File: src/rtl/psu_i2c_pkg.sv
package psu_i2c_pkg;

  localparam int BYTE_W    = 8;
  localparam int FIELD_W   = 5;
  localparam int CNT_W     = $clog2(BYTE_W + 1);
  localparam int ADDR_HI_W = 5;
  localparam int VOLT_W    = 5;

  // byte layout: [7] select, [6:2] field word, [1:0] flags (read only)
  localparam int SEL_BIT  = 7;
  localparam int FLD_LSB  = 2;

  // field word bit indexes
  localparam int F_EN   = 0;
  localparam int F_DYN  = 1;
  localparam int F_TONE = 2;
  localparam int F_COMP = 3;
  localparam int F_VSEL = 4;

  typedef enum logic [2:0] {
    ST_IDLE,
    ST_ADDR,
    ST_AACK,
    ST_WR,
    ST_WACK,
    ST_RD,
    ST_MACK
  } eng_state_t;

  function automatic logic addr_hit(input logic [BYTE_W-1:0] b,
                                    input logic [ADDR_HI_W-1:0] hi,
                                    input logic [1:0] strap);
    return b[BYTE_W-1:1] == {hi, strap};
  endfunction

  function automatic logic [VOLT_W-1:0] level_volts(input logic hi,
                                                    input logic comp);
    logic [VOLT_W-1:0] v;
    v = VOLT_W'(13);
    if (hi)   v = v + VOLT_W'(5);
    if (comp) v = v + VOLT_W'(1);
    return v;
  endfunction

  function automatic logic [BYTE_W-1:0] pack_status(input logic sel,
                                                    input logic [FIELD_W-1:0] fld,
                                                    input logic olf,
                                                    input logic otf);
    return {sel, fld, olf, otf};
  endfunction

endpackage

File: src/rtl/psu_i2c_sync.sv
module psu_i2c_sync #(
  parameter int  W       = 2,
  parameter int  STAGES  = 2,
  parameter logic RST_VAL = 1'b1
) (
  input  logic         clk,
  input  logic         rst_n,
  input  logic [W-1:0] d_i,
  output logic [W-1:0] q_o
);

  for (genvar g = 0; g < W; g++) begin : g_bit
    logic [STAGES-1:0] chain;
    always_ff @(posedge clk or negedge rst_n) begin
      if (!rst_n) chain <= {STAGES{RST_VAL}};
      else        chain <= {chain[STAGES-2:0], d_i[g]};
    end
    assign q_o[g] = chain[STAGES-1];
  end

endmodule

File: src/rtl/psu_i2c_linecond.sv
module psu_i2c_linecond (
  input  logic clk,
  input  logic rst_n,
  input  logic scl_s,
  input  logic sda_s,
  output logic ev_start,
  output logic ev_stop,
  output logic ev_rise,
  output logic ev_fall
);

  logic scl_d, sda_d;

  always_ff @(posedge clk or negedge rst_n) begin
    if (!rst_n) begin
      scl_d <= 1'b1;
      sda_d <= 1'b1;
    end else begin
      scl_d <= scl_s;
      sda_d <= sda_s;
    end
  end

  assign ev_start = scl_s & scl_d & sda_d & ~sda_s;
  assign ev_stop  = scl_s & scl_d & ~sda_d & sda_s;
  assign ev_rise  = scl_s & ~scl_d;
  assign ev_fall  = ~scl_s & scl_d;

endmodule

File: src/rtl/psu_i2c_engine.sv
module psu_i2c_engine
  import psu_i2c_pkg::*;
#(
  parameter logic [ADDR_HI_W-1:0] ADDR_HI = 5'b00010
) (
  input  logic              clk,
  input  logic              rst_n,
  input  logic              ev_start,
  input  logic              ev_stop,
  input  logic              ev_rise,
  input  logic              ev_fall,
  input  logic              sda_s,
  input  logic              pwr_good,
  input  logic [1:0]        strap,
  input  logic [BYTE_W-1:0] rd_byte,
  output logic              sda_low,
  output logic              wr_commit,
  output logic [BYTE_W-1:0] wr_byte,
  output logic              ack_slot
);

  localparam logic [CNT_W-1:0] CNT_FULL = CNT_W'(BYTE_W);

  eng_state_t        st;
  logic [CNT_W-1:0]  cnt;
  logic [BYTE_W-1:0] sh;
  logic [BYTE_W-1:0] tx;
  logic              rw;
  logic              mack;
  logic              byte_done;

  assign byte_done = ev_fall && (cnt == CNT_FULL);
  assign wr_commit = (st == ST_WR) && byte_done && pwr_good;
  assign wr_byte   = sh;
  assign ack_slot  = (st == ST_AACK) || (st == ST_WACK);

  always_ff @(posedge clk or negedge rst_n) begin
    if (!rst_n) begin
      st      <= ST_IDLE;
      cnt     <= '0;
      sh      <= '0;
      tx      <= '0;
      rw      <= 1'b0;
      mack    <= 1'b0;
      sda_low <= 1'b0;
    end else if (ev_start) begin
      st      <= ST_ADDR;
      cnt     <= '0;
      sda_low <= 1'b0;
    end else if (ev_stop) begin
      st      <= ST_IDLE;
      cnt     <= '0;
      sda_low <= 1'b0;
    end else begin
      unique case (st)
        ST_ADDR, ST_WR: begin
          if (ev_rise && cnt != CNT_FULL) begin
            sh  <= {sh[BYTE_W-2:0], sda_s};
            cnt <= cnt + 1'b1;
          end else if (byte_done) begin
            cnt <= '0;
            if (st == ST_ADDR) begin
              if (addr_hit(sh, ADDR_HI, strap) && pwr_good) begin
                st      <= ST_AACK;
                sda_low <= 1'b1;
                rw      <= sh[0];
              end else begin
                st <= ST_IDLE;
              end
            end else begin
              st      <= ST_WACK;
              sda_low <= pwr_good;
            end
          end
        end
        ST_AACK: begin
          if (ev_fall) begin
            cnt <= '0;
            if (rw) begin
              st      <= ST_RD;
              tx      <= rd_byte;
              sda_low <= ~rd_byte[BYTE_W-1];
            end else begin
              st      <= ST_WR;
              sda_low <= 1'b0;
            end
          end
        end
        ST_WACK: begin
          if (ev_fall) begin
            st      <= ST_WR;
            sda_low <= 1'b0;
          end
        end
        ST_RD: begin
          if (ev_rise) begin
            cnt <= cnt + 1'b1;
          end else if (ev_fall) begin
            if (cnt == CNT_FULL) begin
              st      <= ST_MACK;
              cnt     <= '0;
              sda_low <= 1'b0;
            end else begin
              tx      <= {tx[BYTE_W-2:0], 1'b0};
              sda_low <= ~tx[BYTE_W-2];
            end
          end
        end
        ST_MACK: begin
          if (ev_rise) begin
            mack <= ~sda_s;
          end else if (ev_fall) begin
            if (mack) begin
              st      <= ST_RD;
              tx      <= rd_byte;
              sda_low <= ~rd_byte[BYTE_W-1];
            end else begin
              st <= ST_IDLE;
            end
          end
        end
        default: st <= ST_IDLE;
      endcase
    end
  end

endmodule

File: src/rtl/psu_i2c_regs.sv
module psu_i2c_regs
  import psu_i2c_pkg::*;
(
  input  logic               clk,
  input  logic               rst_n,
  input  logic               wr_commit,
  input  logic               wr_sel,
  input  logic [FIELD_W-1:0] wr_fld,
  output logic [FIELD_W-1:0] sr1_q,
  output logic [FIELD_W-1:0] sr2_q,
  output logic               rd_sel_q
);

  always_ff @(posedge clk or negedge rst_n) begin
    if (!rst_n) begin
      sr1_q    <= '0;
      sr2_q    <= '0;
      rd_sel_q <= 1'b0;
    end else if (wr_commit) begin
      rd_sel_q <= wr_sel;
      if (wr_sel) sr2_q <= wr_fld;
      else        sr1_q <= wr_fld;
    end
  end

endmodule

File: src/rtl/psu_i2c_ctl.sv
module psu_i2c_ctl
  import psu_i2c_pkg::*;
#(
  parameter logic [ADDR_HI_W-1:0] ADDR_HI = 5'b00010
) (
  input  logic               clk,
  input  logic               rst_n,
  input  logic               scl_i,
  input  logic               sda_i,
  output logic               sda_low_o,
  input  logic               pwr_good_i,
  input  logic [1:0]         addr_strap_i,
  input  logic               overload_i,
  input  logic               overtemp_i,
  input  logic               tone_pin_i,
  output logic [VOLT_W-1:0]  volts_o,
  output logic               tone_o,
  output logic               dyn_ilim_o,
  output logic               ch_en_o,
  output logic [FIELD_W-1:0] aux_o
);

  logic               scl_s, sda_s;
  logic               ev_start, ev_stop, ev_rise, ev_fall;
  logic               wr_commit, ack_slot;
  logic [BYTE_W-1:0]  wr_byte, rd_byte;
  logic [FIELD_W-1:0] sr1_q, sr2_q;
  logic               rd_sel_q;

  psu_i2c_sync #(.W(2), .STAGES(2), .RST_VAL(1'b1)) u_sync (
    .clk   (clk),
    .rst_n (rst_n),
    .d_i   ({scl_i, sda_i}),
    .q_o   ({scl_s, sda_s})
  );

  psu_i2c_linecond u_cond (
    .clk      (clk),
    .rst_n    (rst_n),
    .scl_s    (scl_s),
    .sda_s    (sda_s),
    .ev_start (ev_start),
    .ev_stop  (ev_stop),
    .ev_rise  (ev_rise),
    .ev_fall  (ev_fall)
  );

  assign rd_byte = pack_status(rd_sel_q, rd_sel_q ? sr2_q : sr1_q,
                               overload_i, overtemp_i);

  psu_i2c_engine #(.ADDR_HI(ADDR_HI)) u_eng (
    .clk       (clk),
    .rst_n     (rst_n),
    .ev_start  (ev_start),
    .ev_stop   (ev_stop),
    .ev_rise   (ev_rise),
    .ev_fall   (ev_fall),
    .sda_s     (sda_s),
    .pwr_good  (pwr_good_i),
    .strap     (addr_strap_i),
    .rd_byte   (rd_byte),
    .sda_low   (sda_low_o),
    .wr_commit (wr_commit),
    .wr_byte   (wr_byte),
    .ack_slot  (ack_slot)
  );

  psu_i2c_regs u_regs (
    .clk       (clk),
    .rst_n     (rst_n),
    .wr_commit (wr_commit),
    .wr_sel    (wr_byte[SEL_BIT]),
    .wr_fld    (wr_byte[FLD_LSB +: FIELD_W]),
    .sr1_q     (sr1_q),
    .sr2_q     (sr2_q),
    .rd_sel_q  (rd_sel_q)
  );

  logic unused_lsbs;
  assign unused_lsbs = ^wr_byte[FLD_LSB-1:0];

  assign volts_o    = level_volts(sr1_q[F_VSEL], sr1_q[F_COMP]);
  assign tone_o     = sr1_q[F_TONE] | tone_pin_i;
  assign dyn_ilim_o = sr1_q[F_DYN];
  assign ch_en_o    = sr1_q[F_EN];
  assign aux_o      = sr2_q;

endmodule

File: config.mk
export PLATFORM = sky130hd
export DESIGN_NAME = psu_i2c_ctl
export DESIGN_NICKNAME = d
export VERILOG_FILES = /design/src/rtl/psu_i2c_pkg.sv /design/src/rtl/psu_i2c_sync.sv /design/src/rtl/psu_i2c_linecond.sv /design/src/rtl/psu_i2c_engine.sv /design/src/rtl/psu_i2c_regs.sv /design/src/rtl/psu_i2c_ctl.sv
export SDC_FILE = /design/constraint.sdc
export NUM_CORES = 1
export LEC_CHECK = 0
export BUFFER_PORTS_ARGS = -buffer_cell sky130_fd_sc_hd__buf_4
export CAP_MARGIN = 20
export CORE_MARGIN = 3
export CORE_UTILIZATION = 38
export CTS_BUF_LIST = sky130_fd_sc_hd__clkbuf_4 sky130_fd_sc_hd__clkbuf_8 sky130_fd_sc_hd__clkbuf_16
export DETAILED_ROUTE_END_ITERATION = 16
export GPL_TIMING_DRIVEN = 0
export HOLD_SLACK_MARGIN = 0.02
export PLACE_DENSITY = 0.64
export SKIP_CTS_REPAIR_TIMING = 1
export SKIP_LAST_GASP = 1
export SLEW_MARGIN = 10
export SYNTH_ARGS = -nofsm -noshare
export SYNTH_HDL_FRONTEND = slang
export SYNTH_SLANG_ARGS = --single-unit
File: constraint.sdc
create_clock -name clk -period 2.1 [get_ports clk]
set_input_delay 0.21 -clock clk [delete_from_list [all_inputs] [get_ports clk]]
set_output_delay 0.21 -clock clk [all_outputs]
set_load 0.05 [all_outputs]
After elaboration in Yosys (flattened, before gate mapping)
Cells that the tools add are included.

cells by class
  reduce and logical (&&, ||, !) cells = 18
  equality and inequality tests = 31
  mux-type cells = 53
  bitwise logic cells = 18
  $add $sub $neg = 2

operators by type and width
  kind                                           number
  two-way mux 7 bit                              8
  two-way mux 3 bit                              14
  two-way mux 4 bit                              8
  != test 4 x 3 -> 1 bit, second input constant  7
  AND reduction 11 bit                           2
  case mux 7 bit (3 select lines)                1
  != test 4 bit, second input constant           4
  two-way mux 1 bit                              15
  two-way mux 5 bit                              3
  != test 5 x 3 -> 1 bit, second input constant  3
  case mux 3 bit (5 select lines)                1
  case mux 4 bit (3 select lines)                1
  != test 2 x 1 -> 1 bit, second input constant  5
  inverter 1 bit                                 10
  == test 3 bit, second input constant           3
  AND reduction 9 bit                            1
  AND reduction 4 bit                            2
  AND 1 bit                                      7
  == test 7 x 4 -> 1 bit                         1
  AND reduction 7 bit                            1
  nonzero test 7 bit                             1
  == test 3 x 2 -> 1 bit, second input constant  2
  != test 2 bit, second input constant           3
  adder 5 x 1 -> 5 bit, second input constant    1
  other kinds (13)                               18

storage, ports and cells
  input port bits = 10
  output and inout port bits = 14
  logic and storage cells = 136
  flip-flop bits (word level) = 42

Logic depth before layout (Yosys ltp)
Gate-level depths: netlist (run 1).

  word-level depth = 9
  mapped depth = 8
  depth with buffers taken out = 7

Cells and area by module
Synthesis (run 1) repeated with hierarchy kept, for this count alone.

unflattened totals
  cell total of the unflattened synthesis = 206
  area total of the unflattened synthesis = 2347.3 um2

modules (own cells, without submodules)
  module            sequential area each (um2)  cells each  area an instance (um2)  times used
  psu_i2c_engine    625.6                       157         1582.8                  1
  psu_i2c_regs      275.3                       25          459.2                   1
  psu_i2c_sync      105.1                       6           120.1                   1
  psu_i2c_ctl       0.0                         12          97.6                    1
  psu_i2c_linecond  52.6                        6           87.6                    1

Worst setup path before layout (run 1)
No wires, ideal clock.

  kind = register -> register
  start point = register u_sync.g_bit[1].chain[1]
  end point = register u_eng.cnt[3]
  setup slack = 1 ps
  path buffers = 0
  stages on the path, launching flop included = 8
  setup time = 87 ps
  data arrival time = 2012 ps
  required time = 2013 ps
  path through = dfstp_2 -> inv_1 -> ha_1 -> o21ai_0 -> a22oi_1 -> o31a_1 -> or4_1 -> o211ai_1

on the way
  word-level cells in the longest chain between the ends = 6

RTL lines
  item                             RTL line                text
  from (decl)                      psu_i2c_sync.sv:13      logic [STAGES-1:0] chain;
  from (signal assigned)           psu_i2c_sync.sv:15      if (!rst_n) chain <= {STAGES{RST_VAL}};
  from (signal assigned)           psu_i2c_sync.sv:16      else chain <= {chain[STAGES-2:0], d_i[g]};
  AND 1 bit                        psu_i2c_linecond.sv:26  assign ev_rise = scl_s & ~scl_d;
  logical AND 1 bit                psu_i2c_engine.sv:57    if (ev_rise && cnt != CNT_FULL) begin
  two-way mux 4 bit                psu_i2c_engine.sv:57
  case mux 4 bit (3 select lines)  psu_i2c_engine.sv:55    unique case (st)
  two-way mux 4 bit                psu_i2c_engine.sv:50    end else if (ev_stop) begin
  two-way mux 4 bit                psu_i2c_engine.sv:46    end else if (ev_start) begin
  to (signal assigned)             psu_i2c_engine.sv:59    cnt <= cnt + 1'b1;
  to (signal assigned)             psu_i2c_engine.sv:97    cnt <= cnt + 1'b1;
  to (decl)                        psu_i2c_engine.sv:25    logic [CNT_W-1:0] cnt;

Several ways; a longest one is shown, not always the timed one.
A chain may end at the register's enable or synchronous reset.

Worst setup path after layout (run 1)
Ends and elaborated chain as after synthesis.

==> impl_metrics.env, run 1 <==
export IMPL_synth_edf_count=0
export IMPL_rows=27
export IMPL_total_power_mw=3.00
export IMPL_r2r_start="u_sync.g_bit[1].chain[1]$_DFF_PN1_"
export IMPL_die_w_um=83.2
export IMPL_grt_pass1_vias=1738
export IMPL_dr_pass1_iters=4
export IMPL_rsz0062_at_grt="yes"
export IMPL_syn_avg_cell_area_um2=10.3
export IMPL_cts_sinks=42
export IMPL_core_um2=5640
export IMPL_root_buffer="clkbuf_8"
export IMPL_crit_arrival_ns=2.28
export IMPL_met3_length_um=156
export IMPL_outcome="complete, no violations"
export IMPL_clkTransAtPathRegs_ns=0.08
export IMPL_yosysUniqueCellTypes=51
export IMPL_wl_met1_um=2310
export IMPL_grt_max_degree=43
export IMPL_crit_path_max_fanout=4
export IMPL_antenna_cells=0
export IMPL_synth_top_family_by_area="simple AND/OR/NAND/NOR gates"
export IMPL_drt_initial_drc_count=148
export IMPL_htree_levels=2
export IMPL_critPathRequiredTime_ns=2.32
export IMPL_clockBufferDepth=2
export IMPL_seqCellArea_um2=1060
export IMPL_antenna_found_initial=0
export IMPL_layout_area_overhead_vs_synth_pct=22.4
export IMPL_vias=1704
export IMPL_synthAdderAreaFrac=0.0331
export IMPL_vias_per_cell=5.18
export IMPL_finalHoldViolCount=0
export IMPL_irDropWorstVdd_mv=0.598
export IMPL_fin_crit_ns=2.06
export IMPL_nets=272
export IMPL_holdCritPathClass="in -> reg"
export IMPL_synthesis_area_um2=2270
export IMPL_synth_seq_cells=42
export IMPL_grt_usage=0.143
export IMPL_max_slew_margin_rel=0.652
export IMPL_syn_nets=236
export IMPL_worst_pin_slew_ns=0.523
export IMPL_synth_top_flop_cell="dfrtp_1"
export IMPL_drv_slew=0
export IMPL_start_util=0.402
export IMPL_critical_path_class="reg -> reg"
export IMPL_die_area_um2=6930
export IMPL_max_freq_ghz=0.485
export IMPL_fp_dieH_um=83.2
export IMPL_endpoint_kind="flop"
export IMPL_synth_compound_area_frac=0.119
export IMPL_io_pins=24
export IMPL_powerDensity_nw_per_um2=1080
export IMPL_fin_crit_sh=0.982
export IMPL_synthSimpleGateAreaFrac=0.174
export IMPL_yosys_warnings=0
export IMPL_syn_inst=220
export IMPL_wl_met2_um=2200
export IMPL_cts_buffers_inserted=5
export IMPL_min_from="overtemp_i"
export IMPL_routabilityCongestion=0.934
export IMPL_rrSetupSlack_ns=0.04
export IMPL_start_kind="flop"
export IMPL_drive_above_1_share=0.339
export IMPL_skew_ns=0.00753
export IMPL_cts_tree="built"
export IMPL_highest_layer="met4"
export IMPL_port_buffers=23
export IMPL_grt_first_pass_wirelength_um=8240
export IMPL_async_reset_ff_frac=1.00
export IMPL_reg2reg_to="u_eng.cnt[3]$_DFFE_PN0P_"
export IMPL_ys_seq_area_frac=0.467
export IMPL_muxShareOfSynthArea=0.150
export IMPL_worstSkewPairLatency_ns=0.30
export IMPL_synth_xor_area_frac=0.0116
export IMPL_setup_violations=0
export IMPL_rr_worst_depth=7
export IMPL_avgRoutedWirePerCell_um=14.4
export IMPL_nFillCells=518
export IMPL_holdPathStages=3
export IMPL_drv_cap=0
export IMPL_ant_nets=0
export IMPL_final_core_util=0.492
export IMPL_holdPathEnd="u_eng.tx[0]$_DFFE_PN0P_"
export IMPL_routed_wl_um=4720
export IMPL_grt_overflow=0
export IMPL_multi_input_area_um2=1180
export IMPL_drc=0
export IMPL_power_leakage_nw=1.27
export IMPL_dp_hpwl_um=3380
[area by class of cell]
cell class | count | share of cell area
buffer | 9 | 0.0171
clock buffer | 5 | 0.0248
clock inverter | 3 | 0.0158
inverter | 13 | 0.0176
multi-input combinational | 154 | 0.424
sequential | 42 | 0.382
tap | 72 | 0.0325
timing repair buffer | 31 | 0.0866
[sequential cells by signal (all words and copies together) (netlist names)]
register	count
u_eng.rw	1
u_eng.tx	7
u_regs.sr1_q	5
u_eng.mack	1
u_sync.g_bit.chain	4
u_cond.sda_d	1
u_eng.sda_low	1
u_eng.st	3
u_eng.cnt	4
u_regs.sr2_q	5
u_eng.wr_byte	8
u_cond.scl_d	1
u_regs.rd_sel_q	1
[worst max-delay path by stage]
stage	from	end	slack, ns	cells past startpoint
floorplan	u_sync.g_bit[1].chain[1]$_DFF_PN1_	u_eng.cnt[3]$_DFFE_PN0P_	0.0009	7
global placement	u_cond.scl_d$_DFF_PN1_	u_regs.sr1_q[2]$_DFFE_PN0P_	-0.23	5
detailed placement	u_cond.scl_d$_DFF_PN1_	u_regs.sr1_q[0]$_DFFE_PN0P_	-0.23	5
CTS	u_cond.scl_d$_DFF_PN1_	u_regs.sr1_q[0]$_DFFE_PN0P_	-0.23	5
global route	u_sync.g_bit[1].chain[1]$_DFF_PN1_	u_eng.cnt[3]$_DFFE_PN0P_	-0.09	7
finish	u_sync.g_bit[1].chain[1]$_DFF_PN1_	u_eng.cnt[3]$_DFFE_PN0P_	0.04	7
[cells in the mapped netlist (all sizes together), types with 2 or more instances]
master	count	share of area
dfrtp	36	0.40
nor3b	2	0.0066
mux2	23	0.11
nor3	3	0.0066
nor2b	6	0.020
ha	6	0.033
a32oi	2	0.0077
mux2i	8	0.035
nand2b	3	0.0083
o31a	2	0.0077
nand3	4	0.0088
nor2	12	0.021
a22oi	2	0.0066
o21ai	14	0.031
and3	2	0.0055
dfstp	6	0.070
o211ai	2	0.0066
inv	13	0.022
a21o	3	0.0099
clkbuf	4	0.0066
nand3b	2	0.0066
a21oi	9	0.020
nand2	24	0.040
xnor2	2	0.0077
nand4	3	0.0083
buf	7	0.017
nor4	2	0.0055
[cell families after synthesis]
logic type	after synthesis
simple gates	72
mux	31
xor+xnor	3
compound gates	42
buf+inv	24
fa+ha+maj	6
flops	42
[metrics by stage]
| stage | hold slack [ns] | setup TNS (ns) | instance area (µm²) | setup slack, ns | cells |
|---|---|---|---|---|---|
| after floorplan | -0.0856 | 0 | 2270 | 0.000851 | 220 |
| after global placement | 0.230 | -1.10 | 2530 | -0.227 | 315 |
| after detailed placement | 0.226 | -1.47 | 2530 | -0.231 | 315 |
| after CTS | -0.0991 | -1.46 | 2640 | -0.230 | 323 |
| after global routing | 0.185 | -0.144 | 2770 | -0.0852 | 329 |
| final | 0.165 | 0 | 2770 | 0.0378 | 329 |
[where the power goes]
part	internal (mW)	total, mW	switching [mW]
sequential	0.997	1.15	0.155
combinational	0.535	1.20	0.668
clock	0.356	0.647	0.291
total	1.89	3.00	1.11
[cells in the final DEF (no fill, tap or decap), types with 3 or more instances in the layout]
cell type and n:
dfrtp_1 36, nor2b_1 4, inv_1 12, nor3_1 3
nand2b_1 3, o21ai_0 13, dlygate4sd3_1 3, mux2_2 21
nand2_1 24, dfstp_2 6, nand4_1 3, a21o_1 3
ha_1 4, buf_2 4, nor2_1 11, mux2i_1 8
buf_4 30, clkbuf_8 5, a21oi_1 9
[worst max-delay path, stage by stage, from the launching register on]
cell      delay [ns]
dfstp_2         0.59
inv_1           0.09
ha_4            0.24
o21ai_2         0.12
a22oi_2         0.08
o31a_1          0.28
or4_1           0.50
o211ai_1        0.10
[per-layer routing]
metal | track usage | vias up
met2 | 0.222 | 23
li1 | - | 852
met1 | 0.198 | 820
met3 | 0.0268 | 9
met4 | 0.0535 | 0
met5 | 0 | -
Power figures use the tool's default switching activity.
==> run 2: changes to the inputs <==
--- a/config.mk
+++ b/config.mk
@@ -7,7 +7,6 @@
 export LEC_CHECK = 0
 export BUFFER_PORTS_ARGS = -buffer_cell sky130_fd_sc_hd__buf_4
 export CAP_MARGIN = 20
-export CORE_MARGIN = 3
 export CORE_UTILIZATION = 38
 export CTS_BUF_LIST = sky130_fd_sc_hd__clkbuf_4 sky130_fd_sc_hd__clkbuf_8 sky130_fd_sc_hd__clkbuf_16
 export DETAILED_ROUTE_END_ITERATION = 16
==> impl_metrics.env, run 2 (synthesized netlist as in run 1, its figures left out) <==
export IMPL_r2r_start="u_sync.g_bit[1].chain[1]$_DFF_PN1_"
export IMPL_worst_pin_slew_ns=0.532
export IMPL_die_w_um=79.2
export IMPL_fin_area_um2=2800
export IMPL_outcome="finished with violations"
export IMPL_max_slew_margin_rel=0.636
export IMPL_avgRoutedWirePerCell_um=14.5
export IMPL_clockBufferDepth=2
export IMPL_grt_usage=0.159
export IMPL_rr_worst_depth=7
export IMPL_max_freq_ghz=0.465
export IMPL_grt_max_degree=43
export IMPL_port_buffers=23
export IMPL_vias_per_cell=5.26
export IMPL_nets=278
export IMPL_crit_path_max_fanout=8
export IMPL_finalHoldViolCount=0
export IMPL_pre_cts_ws_ns=-0.239
export IMPL_critical_path_class="reg -> reg"
export IMPL_holdCritPathClass="in -> reg"
export IMPL_drive_above_1_share=0.342
export IMPL_fin_crit_sh=1.02
export IMPL_critPathRequiredTime_ns=2.33
export IMPL_fin_crit_ns=2.15
export IMPL_final_cell_mix="dfrtp_1, buf_4, nand2_1, mux2_2"
export IMPL_powerDensity_nw_per_um2=1030
export IMPL_skew_ns=0.00731
export IMPL_irDropWorstVdd_mv=0.502
export IMPL_setup_violations=2
export IMPL_io_pins=24
export IMPL_htree_levels=2
export IMPL_ant_nets=0
export IMPL_cp_startpoint="u_sync.g_bit[1].chain[1]$_DFF_PN1_"
export IMPL_grt_pass1_vias=1549
export IMPL_die_area_um2=6280
export IMPL_rrSetupSlack_ns=-0.05
export IMPL_cts_tree="built"
export IMPL_crit_arrival_ns=2.38
export IMPL_dr_pass1_iters=4
export IMPL_cts_sinks=42
export IMPL_start_kind="flop"
export IMPL_grt_overflow=0
export IMPL_dp_hpwl_um=3310
export IMPL_reg2reg_to="u_eng.cnt[2]$_DFFE_PN0P_"
export IMPL_crit_end="u_eng.cnt[2]$_DFFE_PN0P_"
export IMPL_core_um2=5640
export IMPL_cts_buffers_inserted=5
export IMPL_holdPathStages=3
export IMPL_drv_cap=0
export IMPL_largest_register_ffs=8
export IMPL_endpoint_kind="flop"
export IMPL_root_buffer="clkbuf_8"
export IMPL_vias=1763
export IMPL_routed_wl_um=4870
export IMPL_violations="setup timing"
export IMPL_worstSkewPairLatency_ns=0.30
export IMPL_routabilityCongestion=0.884
export IMPL_clkTransAtPathRegs_ns=0.09
export IMPL_fp_dieH_um=79.2
export IMPL_rows=27
export IMPL_start_util=0.402
export IMPL_layout_area_overhead_vs_synth_pct=23.6
export IMPL_drt_initial_drc_count=191
export IMPL_power_leakage_nw=1.28
export IMPL_worst_slack_ns=-0.0494
export IMPL_drv_slew=0
export IMPL_rsz0062_at_grt="yes"
export IMPL_drc=0
export IMPL_placedInstanceArea_um2=2530
export IMPL_antenna_found_initial=0
export IMPL_grt_first_pass_wirelength_um=7620
export IMPL_antenna_cells=0
export IMPL_mostFrequentLayoutCell="dfrtp_1"
run 2: cell count changes in the layout (fill, tap and decap cells not counted), sizes merged:
cell | before | now
bufinv | 1 | 0
clkinvlp | 0 | 1
buf | 35 | 41
inv | 14 | 13
clkinv | 1 | 2
run 2: metal layers:
layer | vias to the layer above | routed length (µm) | global-route usage | share of wire
met2 | 25 | 2270 | 0.233 | 0.47
li1 | 862 | - | - | -
met4 | 0 | 56 | 0.0436 | 0.012
met3 | 7 | 124 | 0.0379 | 0.025
met5 | - | 0 | 0 | 0
met1 | 869 | 2420 | 0.234 | 0.50
run 2: power by group:
| part | internal, mW | leakage, nW | switching, mW | total (mW) |
|---|---|---|---|---|
| clock | 0.234 | 0.0441 | 0.299 | 0.533 |
| combinational | 0.541 | 0.707 | 0.673 | 1.21 |
| sequential | 0.996 | 0.530 | 0.154 | 1.15 |
| total | 1.77 | 1.28 | 1.13 | 2.90 |
run 2: cell type report:
cell class / instances / area, µm²
buffer: 9 / 46.3
timing repair buffer: 37 / 298
clock buffer: 5 / 68.8
multi-input combinational: 154 / 1170
inverter: 13 / 48.8
sequential: 42 / 1060
fill: 502 / 2840
tap: 72 / 90.1
clock inverter: 3 / 21.3
run 2: critical path, stage by stage (launching register included):
cell and delay, ns:
dfstp_2 0.57, buf_12 0.11, ha_4 0.18, nor2b_1 0.07, and3_1 0.20, o31a_1 0.37, or4b_1 0.51, o21ai_1 0.08
run 2: how the worst min path moves through the flow:
stage	start	slack [ns]	endpoint
detailed placement	rst_n	0.24	u_eng.wr_byte[2]$_DFFE_PN0P_
finish	overtemp_i	0.16	u_eng.tx[0]$_DFFE_PN0P_
floorplan	rst_n	-0.09	u_eng.cnt[0]$_DFFE_PN0P_
CTS	rst_n	-0.09	u_regs.rd_sel_q$_DFFE_PN0P_
global route	overtemp_i	0.15	u_eng.tx[0]$_DFFE_PN0P_
global placement	rst_n	0.23	u_eng.wr_byte[2]$_DFFE_PN0P_
run 2: metrics by stage:
step           total power, mW  utilization  setup TNS, ns  cells  hold slack, ns
6_report                  2.90        0.496        -0.0699    335           0.160
4_1_cts                   2.78        0.464          -1.53    323         -0.0908
3_5_place_dp              2.25        0.448          -1.40    315           0.239
2_1_floorplan             1.98            -              0    220         -0.0856
5_1_grt                   3.10        0.496         -0.371    335           0.154
3_3_place_gp              2.23        0.448          -1.46    315           0.228
==> run 3: changes to the inputs <==
--- a/config.mk
+++ b/config.mk
@@ -10,7 +10,6 @@
 export CORE_UTILIZATION = 38
 export CTS_BUF_LIST = sky130_fd_sc_hd__clkbuf_4 sky130_fd_sc_hd__clkbuf_8 sky130_fd_sc_hd__clkbuf_16
 export DETAILED_ROUTE_END_ITERATION = 16
-export GPL_TIMING_DRIVEN = 0
 export HOLD_SLACK_MARGIN = 0.02
 export PLACE_DENSITY = 0.64
 export SKIP_CTS_REPAIR_TIMING = 1
==> impl_metrics.env, run 3 (synthesized netlist as in run 1, its figures left out) <==
export IMPL_power_switching_fraction=0.377
export IMPL_cts_buffers_inserted=5
export IMPL_outcome="complete, no violations"
export IMPL_final_cell_mix="buf_4, dfrtp_1, nand2_1, mux2_2, o21ai_0"
export IMPL_vias=1753
export IMPL_grt_overflow=0
export IMPL_max_slew_margin_rel=0.651
export IMPL_fin_area_um2=2760
export IMPL_p_seq_frac=0.427
export IMPL_ant_nets=0
export IMPL_clkTransAtPathRegs_ns=0.08
export IMPL_worst_pin_slew_ns=0.523
export IMPL_clkPwrFrac=0.182
export IMPL_critical_path_class="reg -> reg"
export IMPL_fin_crit_sh=0.977
export IMPL_fp_dieH_um=79.2
export IMPL_max_freq_ghz=0.487
export IMPL_avgRoutedWirePerCell_um=14.1
export IMPL_fin_crit_ns=2.05
export IMPL_clockBufferDepth=2
export IMPL_root_buffer="clkbuf_8"
export IMPL_drt_initial_drc_count=110
export IMPL_start_util=0.402
export IMPL_dp_hpwl_um=3350
export IMPL_finalHoldViolCount=0
export IMPL_irDropWorstVdd_mv=0.469
export IMPL_combPwrFrac=0.391
export IMPL_die_w_um=79.2
export IMPL_start_kind="flop"
export IMPL_cp_cell_sequence="inv_1 -> ha_1 -> o21ai_2 -> a22oi_2 -> o31a_1 -> or4_1 -> o211ai_1"
export IMPL_grt_pass1_vias=1642
export IMPL_crit_family="compound AO/OA/AOI/OAI gates"
export IMPL_vias_per_cell=5.28
export IMPL_p_sw_mw=1.09
export IMPL_htree_levels=2
export IMPL_rsz0062_at_grt="yes"
export IMPL_slowest_delay_ns=0.53
export IMPL_holdCritPathClass="in -> reg"
export IMPL_skew_ns=0.00461
export IMPL_drc=0
export IMPL_drv_slew=0
export IMPL_crit_arrival_ns=2.27
export IMPL_internal_power_mw=1.80
export IMPL_nFillCells=526
export IMPL_placedInstanceArea_um2=2600
export IMPL_endpoint_kind="flop"
export IMPL_routabilityCongestion=0.839
export IMPL_final_core_util=0.488
export IMPL_power_leakage_nw=1.27
export IMPL_worstSkewPairLatency_ns=0.29
export IMPL_crit_buf_inv=1
export IMPL_crit_path_max_fanout=3
export IMPL_core_um2=5640
export IMPL_cts_sinks=42
export IMPL_rows=27
export IMPL_routed_wl_um=4670
export IMPL_nets=275
export IMPL_port_buffers=23
export IMPL_layout_area_overhead_vs_synth_pct=21.6
export IMPL_drive_above_1_share=0.338
export IMPL_grt_usage=0.162
export IMPL_cts_tree="built"
export IMPL_antenna_found_initial=0
export IMPL_largest_register_ffs=8
export IMPL_powerDensity_nw_per_um2=1050
export IMPL_mostFrequentLayoutCell="buf_4"
export IMPL_dr_pass1_iters=4
export IMPL_setup_violations=0
export IMPL_crit_slowest_cell="dfstp_2"
export IMPL_critPathRequiredTime_ns=2.32
export IMPL_io_pins=24
export IMPL_total_power_mw=2.89
export IMPL_antenna_cells=0
export IMPL_drv_cap=0
export IMPL_grt_first_pass_wirelength_um=7850
export IMPL_die_area_um2=6280
export IMPL_grt_max_degree=43
[run 3: power by group through the flow]
stage	Clock [mW]	Sequential, mW	Combinational [mW]
2_1_floorplan	0	1.15	0.830
3_3_place_gp	0	1.23	1.09
3_5_place_dp	0	1.24	1.10
4_1_cts	0.549	1.22	1.11
5_1_grt	0.569	1.27	1.26
6_report	0.526	1.23	1.13
[run 3: worst paths after layout]
check	startpoint	end	slack, ns	cells after the start
worst max-delay path	u_sync.g_bit[1].chain[1]$_DFF_PN1_	u_eng.cnt[3]$_DFFE_PN0P_	0.05	7
worst min-delay path	overtemp_i	u_eng.tx[0]$_DFFE_PN0P_	0.16	3
worst max register to register	u_sync.g_bit[1].chain[1]$_DFF_PN1_	u_eng.cnt[3]$_DFFE_PN0P_	0.05	7
worst min register to register	u_sync.g_bit[1].chain[0]$_DFF_PN1_	u_sync.g_bit[1].chain[1]$_DFF_PN1_	0.36	0
max in group asynchronous	rst_n	u_sync.g_bit[1].chain[0]$_DFF_PN1_	1.29	2
min in group asynchronous	rst_n	u_eng.wr_byte[2]$_DFFE_PN0P_	0.43	2
[run 3: tightest hold or removal path, delay by kind of cell]
kind | cells | cell delay, ns
simple gates | 1 | 0.04
buf+inv | 1 | 0.11
mux | 1 | 0.05
[run 3: routing by layer]
metal	share of wire	vias to the layer above	track usage
li1	-	857	-
met1	0.50	864	0.223
met2	0.46	30	0.250
met3	0.036	2	0.0379
met4	0.0058	0	0.0545
met5	0	-	0
[run 3: area by class of cell]
cell class | count | area [µm²] | area share
multi-input combinational | 154 | 1140 | 0.412
sequential | 42 | 1060 | 0.385
timing repair buffer | 43 | 330 | 0.120
tap | 72 | 90.1 | 0.0327
clock buffer | 5 | 68.8 | 0.0250
inverter | 13 | 48.8 | 0.0177
clock inverter | 3 | 21.3 | 0.00772
[run 3: through the flow]
step	hold slack, ns	std cells	setup TNS [ns]	setup WS, ns
6_report	0.156	332	0	0.0473
5_1_grt	0.158	332	-0.0133	-0.0133
4_1_cts	-0.0964	329	-0.0800	-0.0505
3_5_place_dp	0.231	321	-0.0331	-0.0270
3_3_place_gp	0.234	321	0	0.0244
2_1_floorplan	-0.0856	220	0	0.000851
